**src/rtl/ps2_mon_pkg.sv**
```systemverilog
// Shared constants and types for the PS/2 bus monitor.
package ps2_mon_pkg;
    localparam int DATA_W     = 8;
    localparam int FRAME_BITS = 11;
    localparam int STOP_IDX   = FRAME_BITS - 1;
    localparam int BCNT_W     = $clog2(FRAME_BITS);

    typedef enum logic [2:0] {
        ST_IDLE,     // no frame in progress
        ST_HREQ,     // host request seen, waiting for start
        ST_RX,       // collecting bits
        ST_ACK_LO,   // host frame done, waiting for ack falling edge
        ST_ACK_HI,   // ack falling edge seen with data low
        ST_DPOST     // device stop taken, watching for host takeover
    } mon_state_e;
endpackage

```
**src/rtl/ps2_line_cond.sv**
```systemverilog
// Conditions one asynchronous bus line: two-flop synchroniser, a filter
// that accepts a new level only after FILT_LEN stable cycles, and edge
// detection on the filtered level. Assumes the line idles high.
module ps2_line_cond #(
    parameter int FILT_LEN = 4
) (
    input  logic clk,
    input  logic rst_n,
    input  logic line_i,
    output logic level_o,
    output logic rise_o,
    output logic fall_o
);
    localparam int CW = $clog2(FILT_LEN + 1);

    logic [1:0]    sync_q;
    logic          filt_q;
    logic          prev_q;
    logic [CW-1:0] cnt_q;

    // Bring the line into the clock domain.
    always_ff @(posedge clk) begin
        if (!rst_n) sync_q <= 2'b11;
        else        sync_q <= {sync_q[0], line_i};
    end

    // Accept a level only after it has held for FILT_LEN cycles.
    always_ff @(posedge clk) begin
        if (!rst_n) begin
            filt_q <= 1'b1;
            cnt_q  <= '0;
        end else if (sync_q[1] == filt_q) begin
            cnt_q <= '0;
        end else if (cnt_q == CW'(FILT_LEN - 1)) begin
            filt_q <= sync_q[1];
            cnt_q  <= '0;
        end else begin
            cnt_q <= cnt_q + 1'b1;
        end
    end

    // Previous filtered level for edge detection.
    always_ff @(posedge clk) begin
        if (!rst_n) prev_q <= 1'b1;
        else        prev_q <= filt_q;
    end

    assign level_o = filt_q;
    assign rise_o  = filt_q & ~prev_q;
    assign fall_o  = ~filt_q & prev_q;
endmodule

```
**src/rtl/ps2_quiet_timer.sv**
```systemverilog
// Counts cycles since the last clear and flags when the count reaches a
// run-time limit. Saturates at the limit.
module ps2_quiet_timer #(
    parameter int TMO_W = 16
) (
    input  logic             clk,
    input  logic             rst_n,
    input  logic             clr_i,
    input  logic [TMO_W-1:0] limit_i,
    output logic             expired_o
);
    logic [TMO_W-1:0] cnt_q;

    // Advance the quiet counter until it meets the limit.
    always_ff @(posedge clk) begin
        if (!rst_n)                cnt_q <= '0;
        else if (clr_i)            cnt_q <= '0;
        else if (cnt_q != limit_i) cnt_q <= cnt_q + 1'b1;
    end

    assign expired_o = (cnt_q == limit_i) && !clr_i;
endmodule

```
**src/rtl/ps2_frame_engine.sv**
```systemverilog
// Frame state machine: classifies direction, samples bits on the edge
// chosen for that direction, checks the device acknowledge after host
// frames and registers the report. Assumes filtered, edge-detected inputs.
module ps2_frame_engine
    import ps2_mon_pkg::*;
(
    input  logic              clk,
    input  logic              rst_n,
    input  logic              c_lvl_i,
    input  logic              c_rise_i,
    input  logic              c_fall_i,
    input  logic              d_lvl_i,
    input  logic              d_rise_i,
    input  logic              d_fall_i,
    input  logic              cfg_dev_rise_i,
    input  logic              cfg_host_fall_i,
    input  logic              tmo_exp_i,
    output logic              idle_o,
    output logic              vld_o,
    output logic [DATA_W-1:0] byte_o,
    output logic              host_o,
    output logic              par_ok_o,
    output logic              stop_ok_o,
    output logic              ack_o
);
    mon_state_e        st_q, st_d;
    logic [BCNT_W-1:0] cnt_q, cnt_d;
    logic [DATA_W:0]   sh_q, sh_d;
    logic              host_q, host_d;
    logic              stop_q, stop_d;
    logic              emit, emit_ack, emit_stop;
    logic              dev_edge, host_edge, samp_edge;

    assign dev_edge  = cfg_dev_rise_i  ? c_rise_i : c_fall_i;
    assign host_edge = cfg_host_fall_i ? c_fall_i : c_rise_i;
    assign samp_edge = host_q ? host_edge : dev_edge;
    assign idle_o    = (st_q == ST_IDLE);

    // Next-state, bit collection and report decision.
    always_comb begin
        st_d      = st_q;
        cnt_d     = cnt_q;
        sh_d      = sh_q;
        host_d    = host_q;
        stop_d    = stop_q;
        emit      = 1'b0;
        emit_ack  = 1'b0;
        emit_stop = stop_q;
        if (st_q != ST_IDLE && tmo_exp_i) begin
            st_d = ST_IDLE;
            if (st_q == ST_ACK_LO || st_q == ST_ACK_HI) emit = 1'b1;
        end else begin
            unique case (st_q)
                ST_IDLE: begin
                    if (c_fall_i && (d_rise_i || d_fall_i)) begin
                        st_d   = ST_HREQ;
                        host_d = 1'b1;
                    end else if (dev_edge && !d_lvl_i) begin
                        st_d   = ST_RX;
                        host_d = 1'b0;
                        cnt_d  = BCNT_W'(1);
                    end
                end
                ST_HREQ: begin
                    if (c_rise_i && !d_lvl_i) begin
                        st_d  = ST_RX;
                        cnt_d = BCNT_W'(1);
                    end
                end
                ST_RX: begin
                    if (samp_edge) begin
                        if (cnt_q == BCNT_W'(STOP_IDX)) begin
                            stop_d = d_lvl_i;
                            if (host_q) begin
                                st_d = ST_ACK_LO;
                            end else begin
                                emit      = 1'b1;
                                emit_stop = d_lvl_i;
                                st_d      = cfg_dev_rise_i ? ST_IDLE : ST_DPOST;
                            end
                        end else begin
                            sh_d  = {d_lvl_i, sh_q[DATA_W:1]};
                            cnt_d = cnt_q + 1'b1;
                        end
                    end
                end
                ST_ACK_LO: begin
                    if (c_fall_i) begin
                        if (!d_lvl_i) begin
                            st_d = ST_ACK_HI;
                        end else begin
                            emit = 1'b1;
                            st_d = ST_IDLE;
                        end
                    end
                end
                ST_ACK_HI: begin
                    if (c_rise_i) begin
                        emit     = 1'b1;
                        emit_ack = !d_lvl_i;
                        st_d     = ST_IDLE;
                    end
                end
                ST_DPOST: begin
                    if (d_fall_i && !c_lvl_i) begin
                        st_d   = ST_HREQ;
                        host_d = 1'b1;
                    end else if (c_rise_i) begin
                        st_d = ST_IDLE;
                    end
                end
                default: st_d = ST_IDLE;
            endcase
        end
    end

    // State registers.
    always_ff @(posedge clk) begin
        if (!rst_n) begin
            st_q   <= ST_IDLE;
            cnt_q  <= '0;
            sh_q   <= '0;
            host_q <= 1'b0;
            stop_q <= 1'b0;
        end else begin
            st_q   <= st_d;
            cnt_q  <= cnt_d;
            sh_q   <= sh_d;
            host_q <= host_d;
            stop_q <= stop_d;
        end
    end

    // Report registers, loaded only when a frame is reported.
    always_ff @(posedge clk) begin
        if (!rst_n) begin
            vld_o     <= 1'b0;
            byte_o    <= '0;
            host_o    <= 1'b0;
            par_ok_o  <= 1'b0;
            stop_ok_o <= 1'b0;
            ack_o     <= 1'b0;
        end else begin
            vld_o <= emit;
            if (emit) begin
                byte_o    <= sh_q[DATA_W-1:0];
                host_o    <= host_q;
                par_ok_o  <= ^sh_q;
                stop_ok_o <= emit_stop;
                ack_o     <= emit_ack;
            end
        end
    end
endmodule

```
**src/rtl/ps2_bus_monitor.sv**
```systemverilog
// Top of the passive PS/2 monitor: conditions both bus lines, runs the
// quiet-clock timer and the frame engine. Never drives the bus.
module ps2_bus_monitor
    import ps2_mon_pkg::*;
#(
    parameter int FILT_LEN = 4,
    parameter int TMO_W    = 16
) (
    input  logic             clk,
    input  logic             rst_n,
    input  logic             ps2_clk_i,
    input  logic             ps2_dat_i,
    input  logic             cfg_dev_rise_i,
    input  logic             cfg_host_fall_i,
    input  logic [TMO_W-1:0] tmo_lim_i,
    output logic             frm_valid_o,
    output logic [7:0]       frm_byte_o,
    output logic             frm_from_host_o,
    output logic             frm_par_ok_o,
    output logic             frm_stop_ok_o,
    output logic             frm_ack_o
);
    localparam int NLINES = 2;   // index 0: clock, 1: data

    logic [NLINES-1:0] raw, lvl, rise, fall;
    logic              idle, tmo_exp;

    assign raw = {ps2_dat_i, ps2_clk_i};

    for (genvar g = 0; g < NLINES; g++) begin : g_line
        ps2_line_cond #(.FILT_LEN(FILT_LEN)) cond_i (
            .clk    (clk),
            .rst_n  (rst_n),
            .line_i (raw[g]),
            .level_o(lvl[g]),
            .rise_o (rise[g]),
            .fall_o (fall[g])
        );
    end

    ps2_quiet_timer #(.TMO_W(TMO_W)) timer_i (
        .clk      (clk),
        .rst_n    (rst_n),
        .clr_i    (idle | rise[0] | fall[0]),
        .limit_i  (tmo_lim_i),
        .expired_o(tmo_exp)
    );

    ps2_frame_engine engine_i (
        .clk            (clk),
        .rst_n          (rst_n),
        .c_lvl_i        (lvl[0]),
        .c_rise_i       (rise[0]),
        .c_fall_i       (fall[0]),
        .d_lvl_i        (lvl[1]),
        .d_rise_i       (rise[1]),
        .d_fall_i       (fall[1]),
        .cfg_dev_rise_i (cfg_dev_rise_i),
        .cfg_host_fall_i(cfg_host_fall_i),
        .tmo_exp_i      (tmo_exp),
        .idle_o         (idle),
        .vld_o          (frm_valid_o),
        .byte_o         (frm_byte_o),
        .host_o         (frm_from_host_o),
        .par_ok_o       (frm_par_ok_o),
        .stop_ok_o      (frm_stop_ok_o),
        .ack_o          (frm_ack_o)
    );
endmodule

```
**config.mk**
```make
export PLATFORM = sky130hd
export DESIGN_NAME = ps2_bus_monitor
export DESIGN_NICKNAME = d
export VERILOG_FILES = /design/src/rtl/ps2_mon_pkg.sv /design/src/rtl/ps2_line_cond.sv /design/src/rtl/ps2_quiet_timer.sv /design/src/rtl/ps2_frame_engine.sv /design/src/rtl/ps2_bus_monitor.sv
export SDC_FILE = /design/constraint.sdc
export NUM_CORES = 1
export LEC_CHECK = 0
export ABC_AREA = 1
export BUFFER_PORTS_ARGS = -buffer_cell sky130_fd_sc_hd__buf_2
export CAP_MARGIN = 25
export CORE_UTILIZATION = 50
export DETAILED_ROUTE_END_ITERATION = 7
export MAX_ROUTING_LAYER = met4
export PLACE_DENSITY = 0.74
export SLEW_MARGIN = 30
export SYNTH_ARGS = -nofsm -noshare
export SYNTH_HDL_FRONTEND = slang
export SYNTH_SLANG_ARGS = --single-unit
```
**constraint.sdc**
```tcl
create_clock -name clk -period 2.1 [get_ports clk]
set_clock_uncertainty 0.2 [all_clocks]
set_input_delay 0.42 -clock clk [delete_from_list [all_inputs] [get_ports clk]]
set_output_delay 0.42 -clock clk [all_outputs]
set_load 0.02 [all_outputs]
```
==> results of run 1 <==
-- cells by family (layout without fill, tap and decap cells) --
family	after synthesis	count (layout)	share of synthesized area
AO/OA/AOI/OAI	68	68	0.107
XOR/XNOR	22	22	0.0566
adder cells (fa/ha/maj)	8	8	0.0294
buffers and inverters	79	128	0.0992
flip-flops	61	61	0.359
AND/OR/NAND/NOR	267	267	0.349
-- state kept, by name (all words and copies together), names as in the netlist --
name / cells
timer_i.cnt_q: 16
engine_i.sh_q: 9
engine_i.byte_o: 8
g_line.cond_i.cnt_q: 6
engine_i.cnt_q: 4
g_line.cond_i.sync_q: 4
engine_i.st_q: 3
g_line.cond_i.level_o: 2
g_line.cond_i.prev_q: 2
engine_i.ack_o: 1
engine_i.host_o: 1
engine_i.host_q: 1
engine_i.par_ok_o: 1
engine_i.stop_ok_o: 1
engine_i.stop_q: 1
engine_i.vld_o: 1
-- final timing paths --
| path | startpoint | to | slack, ps | depth (start not counted) |
|---|---|---|---|---|
| hold reg to reg | g_line[1].cond_i.sync_q[0] | g_line[1].cond_i.sync_q[1] | 220 | 1 |
| setup reg to reg | engine_i.cnt_q[1] | engine_i.st_q[1] | 200 | 11 |
| hold / removal | ps2_clk_i | g_line[0].cond_i.sync_q[0] | 60 | 2 |
| setup / recovery | engine_i.cnt_q[1] | engine_i.st_q[1] | 200 | 11 |
-- synthesized netlist by cell type --
| master | count | area, µm² |
|---|---|---|
| a21oi_1 | 41 | 205 |
| a21oi_4 | 1 | 16.3 |
| a22oi_1 | 1 | 7.51 |
| a31oi_1 | 1 | 6.26 |
| buf_2 | 2 | 10.0 |
| buf_4 | 1 | 7.51 |
| buf_6 | 4 | 45.0 |
| clkbuf_1 | 2 | 7.51 |
| clkbuf_4 | 1 | 7.51 |
| clkinv_2 | 1 | 5.00 |
| dfxtp_1 | 61 | 1220 |
| ha_1 | 8 | 100 |
| inv_1 | 60 | 225 |
| inv_2 | 8 | 30.0 |
| nand2_1 | 144 | 541 |
| nand2_2 | 3 | 18.8 |
| nand2_4 | 1 | 11.3 |
| nand3_1 | 19 | 95.1 |
| nand3_2 | 3 | 30.0 |
| nand3b_1 | 3 | 22.5 |
| nand4_1 | 7 | 43.8 |
| nand4_4 | 1 | 21.3 |
| nor2_1 | 62 | 233 |
| nor2_2 | 2 | 12.5 |
| nor2_4 | 4 | 45.0 |
| nor3_1 | 9 | 45.0 |
| nor3_2 | 4 | 40.0 |
| o211ai_1 | 2 | 15.0 |
| o21ai_0 | 21 | 105 |
| o21ai_2 | 1 | 8.76 |
| or2_2 | 5 | 31.3 |
| xnor2_1 | 6 | 52.6 |
| xor2_1 | 16 | 140 |
-- power by group --
part	internal (µW)	switching (µW)	total [µW]
sequential	1230	80.0	1310
combinational	286	540	826
clock	759	463	1220
total	2270	1080	3350
-- routing by layer --
metal  share of wire  up-vias  track usage
li1                -     1677            -
met1            0.46     1442        0.265
met2            0.48       66        0.367
met3           0.044       10       0.0639
met4           0.012        0       0.0909
met5               0        -            -
-- worst reg2reg max path: cells and delay by family (launching register included) --
| family | cells | cell delay, ps |
|---|---|---|
| compound gates | 1 | 230 |
| fa+ha+maj | 1 | 170 |
| flops | 1 | 400 |
| simple gates | 6 | 470 |
| buf+inv | 3 | 320 |
-- area by class of cell --
class | count | area [µm²]
Tap cell | 77 | 96.3
Timing Repair Buffer | 44 | 258
Fill cell | 625 | 2530
Inverter | 69 | 260
Clock buffer | 12 | 165
Sequential cell | 61 | 1220
Clock inverter | 3 | 67.6
Multi-Input combinational cell | 365 | 1850
-- through the flow --
stage               area, µm²  utilization  hold WS (ps)
finish                   3920        0.608          60.6
global route             3920        0.608          50.4
CTS                      3920        0.606          46.9
detailed placement       3680        0.570           205
global placement         3680        0.570           197
floorplan                3410            -           193
-- what timing repair did --
item | 4_1_cts | 5_1_grt
setup endpoints to repair | 0 | 15
endpoints found under the hold margin | 0 | 0
hold buffers | 0 | 0
resized for setup | 0 | 3
==> results_dict.tcl, run 1 <==
set metrics [dict create \
    clock_latency_ps 340 \
    dp_hpwl_um 5350 \
    syn_area_per_cell_um2 6.74 \
    port_buffers 34 \
    path_cells "ha_1 -> nand2_1 -> nor2_2 -> inv_1 -> buf_4 -> a22oi_1 -> nand3_2 -> inv_1 -> nand2_1 -> nand2_1 -> nor2_1" \
    drt_wl_total_um 7300 \
    max_freq_ghz 0.527 \
    period_share 0.904 \
    peakVddDrop_mv 0.496 \
    cts_buffer_depth 2 \
    drtIter0Drc 166 \
    p_leak_uw 0.00179 \
    cp-start-kind "flip-flop" \
    numCtsBuffers 9 \
    rsz0062_at_grt "no" \
    cp-end-kind "flip-flop" \
    crit_top_cell "nand2_1" \
    tightest_slew_ps 377 \
    ys_seq_area_frac 0.359 \
    layout_common_cells "nand2_1 (144), nor2_1 (61), inv_1 (60), dfxtp_1 (60), a21oi_1 (41)" \
    hold_path_class "in -> reg" \
    cts_root_buffer "clkbuf_8" \
    place_congestion 0.910 \
    path_clk_slew_ps 70 \
    path_buf_inv 3 \
    finalNetCount 580 \
    crit_type "reg -> reg" \
    max_cap_violations 0 \
    final_common_cell "nand2_1" \
    drtPass1Iterations 7 \
    grt_pass1_vias 2942 \
    ys_types 33 \
    power_uw 3350 \
    crit_path_max_incr_delay_ps 400 \
    syn_inst 505 \
    post-place-cells 616 \
    drive_gt1_frac 0.171 \
    ys_ff_latch 61 \
    crit_family "simple AND/OR/NAND/NOR gates" \
    critPathMaxFanout 4 \
    dieArea_um2 7150 \
    io_pins 35 \
    rows 29 \
    synth_area_um2 3410 \
    fin_ws_ps 202 \
    vias_per_cell 5.06 \
    num_vias 3195 \
    drc 6 \
    relSlewSlack 0.749 \
    arrival_ps 1930 \
    overflow 0 \
    finalCriticalPeriod_ps 1900 \
    core_um2 6460 \
    cp.required_ps 2130 \
    hold_violations 0 \
    antenna_cells 0 \
    grt_antenna_before_repair 0 \
    avgRoutedWirePerCell_um 11.6 \
    grtUsageTotal 0.226 \
    cts_tree "yes" \
    finalMaxSlewViolations 0 \
    die_w_um 84.5 \
    ant_nets 0 \
    postCtsSetupBuffers 0 \
    failed_checks "design-rule violations" \
    grt_first_pass_wirelength_um 12500 \
    initial_core_util 0.527 \
    clock-sinks 61 \
    syn_to_final_growth_pct 15.2 \
    syn-num-nets 535 \
    dp_slack_ps 173 \
    stdcell_count 631 \
    p_per_area_nw_per_um2 855 \
    run_status "finished with violations" \
    setup_tns_ps 0 \
    htree_num_levels 3 \
    grt_start_max_net_pins 21 \
    yosys_warnings 0 \
    die_h_um 84.5 \
    setup-violations-final 0 \
    crit_slowest_cell "dfxtp_1" \
]
Note: power is estimated with default switching activity, not from simulation.
==> run 2, diff against run 1 <==
==> constraint.sdc (replaced) <==
create_clock -name clk -period 2.25 [get_ports clk]
set_clock_uncertainty 0.2 [all_clocks]
set_input_delay 0.45 -clock clk [delete_from_list [all_inputs] [get_ports clk]]
set_output_delay 0.45 -clock clk [all_outputs]
set_load 0.02 [all_outputs]
==> results_dict.tcl, run 2 (same netlist as run 1, synthesis figures left out) <==
set metrics [dict create \
    critPathMaxFanout 20 \
    rsz0062_at_grt "no" \
    design_area_um2 3850 \
    grt_start_max_net_pins 22 \
    avgRoutedWirePerCell_um 11.3 \
    syn_to_final_growth_pct 13.1 \
    use_met3 0.0531 \
    io_pins 35 \
    cts_buffer_depth 2 \
    pwr-share-comb 0.251 \
    clock-sinks 61 \
    htree_num_levels 3 \
    numCtsBuffers 9 \
    p_clk_frac 0.352 \
    power_uw 3050 \
    hold_violations 0 \
    drc 3 \
    crit_type "reg -> reg" \
    num_vias 3139 \
    largestRegisters "timer_i.cnt_q x16, engine_i.sh_q x9, engine_i.byte_o x8" \
    p_switching_uw 1020 \
    cts_root_buffer "clkbuf_8" \
    setup_tns_ps 0 \
    core_um2 6460 \
    largest_reg_flops 16 \
    cp.required_ps 2310 \
    drive_gt1_frac 0.160 \
    grt_first_pass_wirelength_um 12500 \
    finalMaxSlewViolations 0 \
    port_buffers 34 \
    relSlewSlack 0.699 \
    hold_ws_ps 78.5 \
    run_status "finished with violations" \
    failed_checks "design-rule violations" \
    met2_usage 0.363 \
    use_met1 0.275 \
    holdBufCountCts 0 \
    grt_antenna_before_repair 0 \
    max_freq_ghz 0.515 \
    die_w_um 84.5 \
    peakVddDrop_mv 0.486 \
    grtUsageTotal 0.225 \
    largest-register "timer_i.cnt_q" \
    p_leak_uw 0.00176 \
    max_cap_violations 0 \
    postCtsSetupBuffers 0 \
    dp_hpwl_um 5200 \
    setup-violations-final 0 \
    p_per_area_nw_per_um2 791 \
    cp-start-kind "flip-flop" \
    swShare 0.334 \
    p_int_uw 2030 \
    place_congestion 0.913 \
    drtIter0Drc 185 \
    rows 29 \
    overflow 0 \
    die_h_um 84.5 \
    period_share 0.863 \
    grt_pass1_vias 2877 \
    path_clk_slew_ps 70 \
    clock_latency_ps 350 \
    cts_tree "yes" \
    globalRoute.busiestLayer "met2" \
    drt_wl_total_um 7060 \
    initial_core_util 0.527 \
    vias_per_cell 5.01 \
    seq_power_share 0.397 \
    dieArea_um2 7150 \
    finalNetCount 575 \
    fillers 614 \
    cts_resized 0 \
    arrival_ps 2000 \
    final_common_cell "nand2_1" \
    layout_common_cells "nand2_1 (144), nor2_1 (62), dfxtp_1 (61)" \
    tightest_slew_ps 448 \
    postLayoutCoreUtil 0.596 \
    drtPass1Iterations 6 \
    hold_path_class "in -> reg" \
    antenna_cells 0 \
    ant_nets 0 \
    cp-end-kind "flip-flop" \
    place_area_um2 3630 \
    finalCriticalPeriod_ps 1940 \
]
[run 2: cell count changes in the layout (fill, tap and decap cells not counted)]
cell | previous run | this run
nor2_2 | 3 | 2
clkbuf_8 | 12 | 9
buf_4 | 9 | 5
clkinv_4 | 0 | 2
dfxtp_1 | 60 | 61
buf_12 | 1 | 0
dfxtp_2 | 1 | 0
clkbuf_1 | 0 | 1
clkinvlp_4 | 1 | 0
nor2_1 | 61 | 62
clkinv_2 | 1 | 3
[run 2: routing by layer]
metal / routed length [µm] / part of all wire
met3: 344 / 0.049
met1: 3340 / 0.47
met2: 3260 / 0.46
met4: 121 / 0.017
met5: 0 / 0
[run 2: critical path: stages, from the launching register on]
cell and delay (ps):
dfxtp_1 330, inv_1 90, ha_1 150, nand2_1 50, nor2_1 120, inv_1 120, nor2_1 140, nand3_1 90
nand2_1 80, inv_1 90, nand2_4 200, nand2_1 80, nand2_1 60, nor2_1 40
[run 2: path summary, 6_finish.rpt]
check                                                 from                          to  slack, ps  cells past startpoint
worst min register to register  g_line[0].cond_i.sync_q[0]  g_line[0].cond_i.sync_q[1]        210                      1
worst min-delay path                             ps2_dat_i  g_line[1].cond_i.sync_q[0]         80                      2
worst max-delay path                     engine_i.cnt_q[0]          engine_i.byte_o[1]        310                     13
worst max register to register           engine_i.cnt_q[0]          engine_i.byte_o[1]        310                     13
[run 2: through the flow]
stage	setup WS (ps)	instances
6_report	308	627
5_1_grt	81.5	627
4_1_cts	199	627
3_5_place_dp	170	611
3_3_place_gp	187	611
2_1_floorplan	523	505
[run 2: cell type report]
type / instances / area (µm²) / area share
inverters: 69 / 260 / 0.0676
flip-flops and latches: 61 / 1220 / 0.317
clock inverters: 6 / 87.6 / 0.0227
well taps: 77 / 96.3 / 0.0250
multi-input cells: 365 / 1850 / 0.481
clock buffers: 10 / 128 / 0.0331
repair buffers: 39 / 208 / 0.0539
[run 2: power by group through the flow]
stage	Clock, µW	Combinational [µW]	Sequential [µW]
after floorplan	0	602	1220
after global placement	0	749	1240
after detailed placement	0	770	1240
after CTS	1090	773	1210
after global routing	1140	886	1220
final	1070	766	1210
==> run 3, diff against run 2 <==
==> constraint.sdc (replaced) <==
create_clock -name clk -period 2.25 [get_ports clk]
set_clock_uncertainty 0.2 [all_clocks]
set_input_delay 0.1125 -clock clk [delete_from_list [all_inputs] [get_ports clk]]
set_output_delay 0.1125 -clock clk [all_outputs]
set_load 0.02 [all_outputs]
==> results_dict.tcl, run 3 (same netlist as run 1, synthesis figures left out) <==
set metrics [dict create \
    finalMaxSlewViolations 0 \
    io_pins 35 \
    p_per_area_nw_per_um2 842 \
    hold_violations 0 \
    crit_path_max_incr_delay_ps 330 \
    grt_pass1_vias 2977 \
    vias_per_cell 5.05 \
    period_share 0.886 \
    clock-sinks 61 \
    final_common_cell "nand2_1" \
    crit_type "reg -> reg" \
    crit_slowest_cell "dfxtp_1" \
    fillers 612 \
    critPathMaxFanout 20 \
    numCtsBuffers 9 \
    path_clk_slew_ps 70 \
    dieArea_um2 7150 \
    arrival_ps 2030 \
    crit_family "simple AND/OR/NAND/NOR gates" \
    die_h_um 84.5 \
    num_vias 3179 \
    finalNetCount 577 \
    drtIter0Drc 228 \
    post-place-cells 610 \
    hold_path_class "in -> reg" \
    antenna_cells 0 \
    p_leak_uw 0.00179 \
    setup_tns_ps 0 \
    path_cells "inv_1 -> ha_1 -> nand2_1 -> nor2_1 -> inv_1 -> nor2_1 -> nand3_1 -> nand2_1 -> inv_1 -> nand2_4 -> nand2_1 -> nand2_1 -> nor2_1" \
    initial_core_util 0.527 \
    peakVddDrop_mv 0.609 \
    run_status "finished with violations" \
    dp_hpwl_um 5240 \
    setup-violations-final 0 \
    relSlewSlack 0.721 \
    clock_latency_ps 340 \
    avgRoutedWirePerCell_um 11.5 \
    drc 3 \
    drtPass1Iterations 7 \
    drt_wl_total_um 7250 \
    syn_to_final_growth_pct 15.4 \
    ant_nets 0 \
    grt_start_max_net_pins 22 \
    overflow 0 \
    drive_gt1_frac 0.159 \
    place_congestion 0.930 \
    port_buffers 34 \
    core_um2 6460 \
    grt_first_pass_wirelength_um 12800 \
    largest-register "timer_i.cnt_q" \
    max_freq_ghz 0.502 \
    die_w_um 84.5 \
    cp-start-kind "flip-flop" \
    failed_checks "design-rule violations" \
    fin_ws_ps 256 \
    dp_slack_ps 182 \
    stdcell_count 629 \
    crit_top_cell "nand2_1" \
    tightest_slew_ps 416 \
    cts_root_buffer "clkbuf_8" \
    cts_tree "yes" \
    cp.required_ps 2290 \
    htree_num_levels 3 \
    grt_antenna_before_repair 0 \
    grtUsageTotal 0.231 \
    postCtsSetupBuffers 0 \
    path_buf_inv 3 \
    finalCriticalPeriod_ps 1990 \
    rows 29 \
    rsz0062_at_grt "no" \
    largestRegisters "timer_i.cnt_q x16, engine_i.sh_q x9, engine_i.byte_o x8" \
    cts_buffer_depth 2 \
    max_cap_violations 0 \
    largest_reg_flops 16 \
    cp-end-kind "flip-flop" \
    layout_common_cells "nand2_1 (144), nor2_1 (62), dfxtp_1 (61)" \
]
==> run 3: power breakdown <==
group          internal [µW]  total, µW  switching [µW]
logic                    273        782             510
clock network            855       1310             457
registers               1140       1220            73.4
==> run 3: worst register-to-register path, stage by stage (launching register included) <==
cell and delay, ps:
dfxtp_1 330, inv_1 100, ha_1 160, nand2_1 50
nor2_1 130, inv_1 120, nor2_1 150, nand3_1 90
nand2_1 70, inv_1 100, nand2_4 210, nand2_1 80
nand2_1 60, nor2_1 40
==> run 3: timing repair <==
item | CTS | global route
hold endpoints to repair | 15 | 0
gates resized for setup | 0 | 1
endpoints found under the setup margin | 0 | 6
hold buffers | 3 | 0
==> run 3: metrics by stage <==
step           utilization  hold slack [ps]  cell area, µm²  power (µW)
4_1_cts              0.608             30.8            3930        3340
5_1_grt              0.608             86.1            3930        3490
2_1_floorplan            -             19.1            3410        1820
3_3_place_gp         0.561             99.1            3620        1980
6_report             0.608             48.4            3930        3310
3_5_place_dp         0.561              103            3620        2010
==> run 3: path summary, 6_finish.rpt <==
kind,start,endpoint,slack [ps],depth (start not counted)
max reg2reg,engine_i.cnt_q[0],engine_i.byte_o[2],260,13
max,engine_i.cnt_q[0],engine_i.byte_o[2],260,13
min,cfg_dev_rise_i,engine_i.st_q[0],50,6
min reg2reg,g_line[0].cond_i.sync_q[0],g_line[0].cond_i.sync_q[1],220,1
==> run 3: cell type report <==
class	instances	area, µm²	share of cell area
clock buffer	9	124	0.0315
tap	77	96.3	0.0245
multi-input combinational	365	1850	0.471
inverter	69	260	0.0662
sequential	61	1220	0.311
clock inverter	7	146	0.0372
timing repair buffer	41	230	0.0586
==> run 3: metal layers <==
metal	track usage	vias to the layer above	routed length [µm]	share of wire
li1	-	1673	-	-
met3	0.0629	10	353	0.049
met4	0.0740	0	99	0.014
met1	0.267	1428	3330	0.46
met5	-	-	0	0
met2	0.390	68	3470	0.48
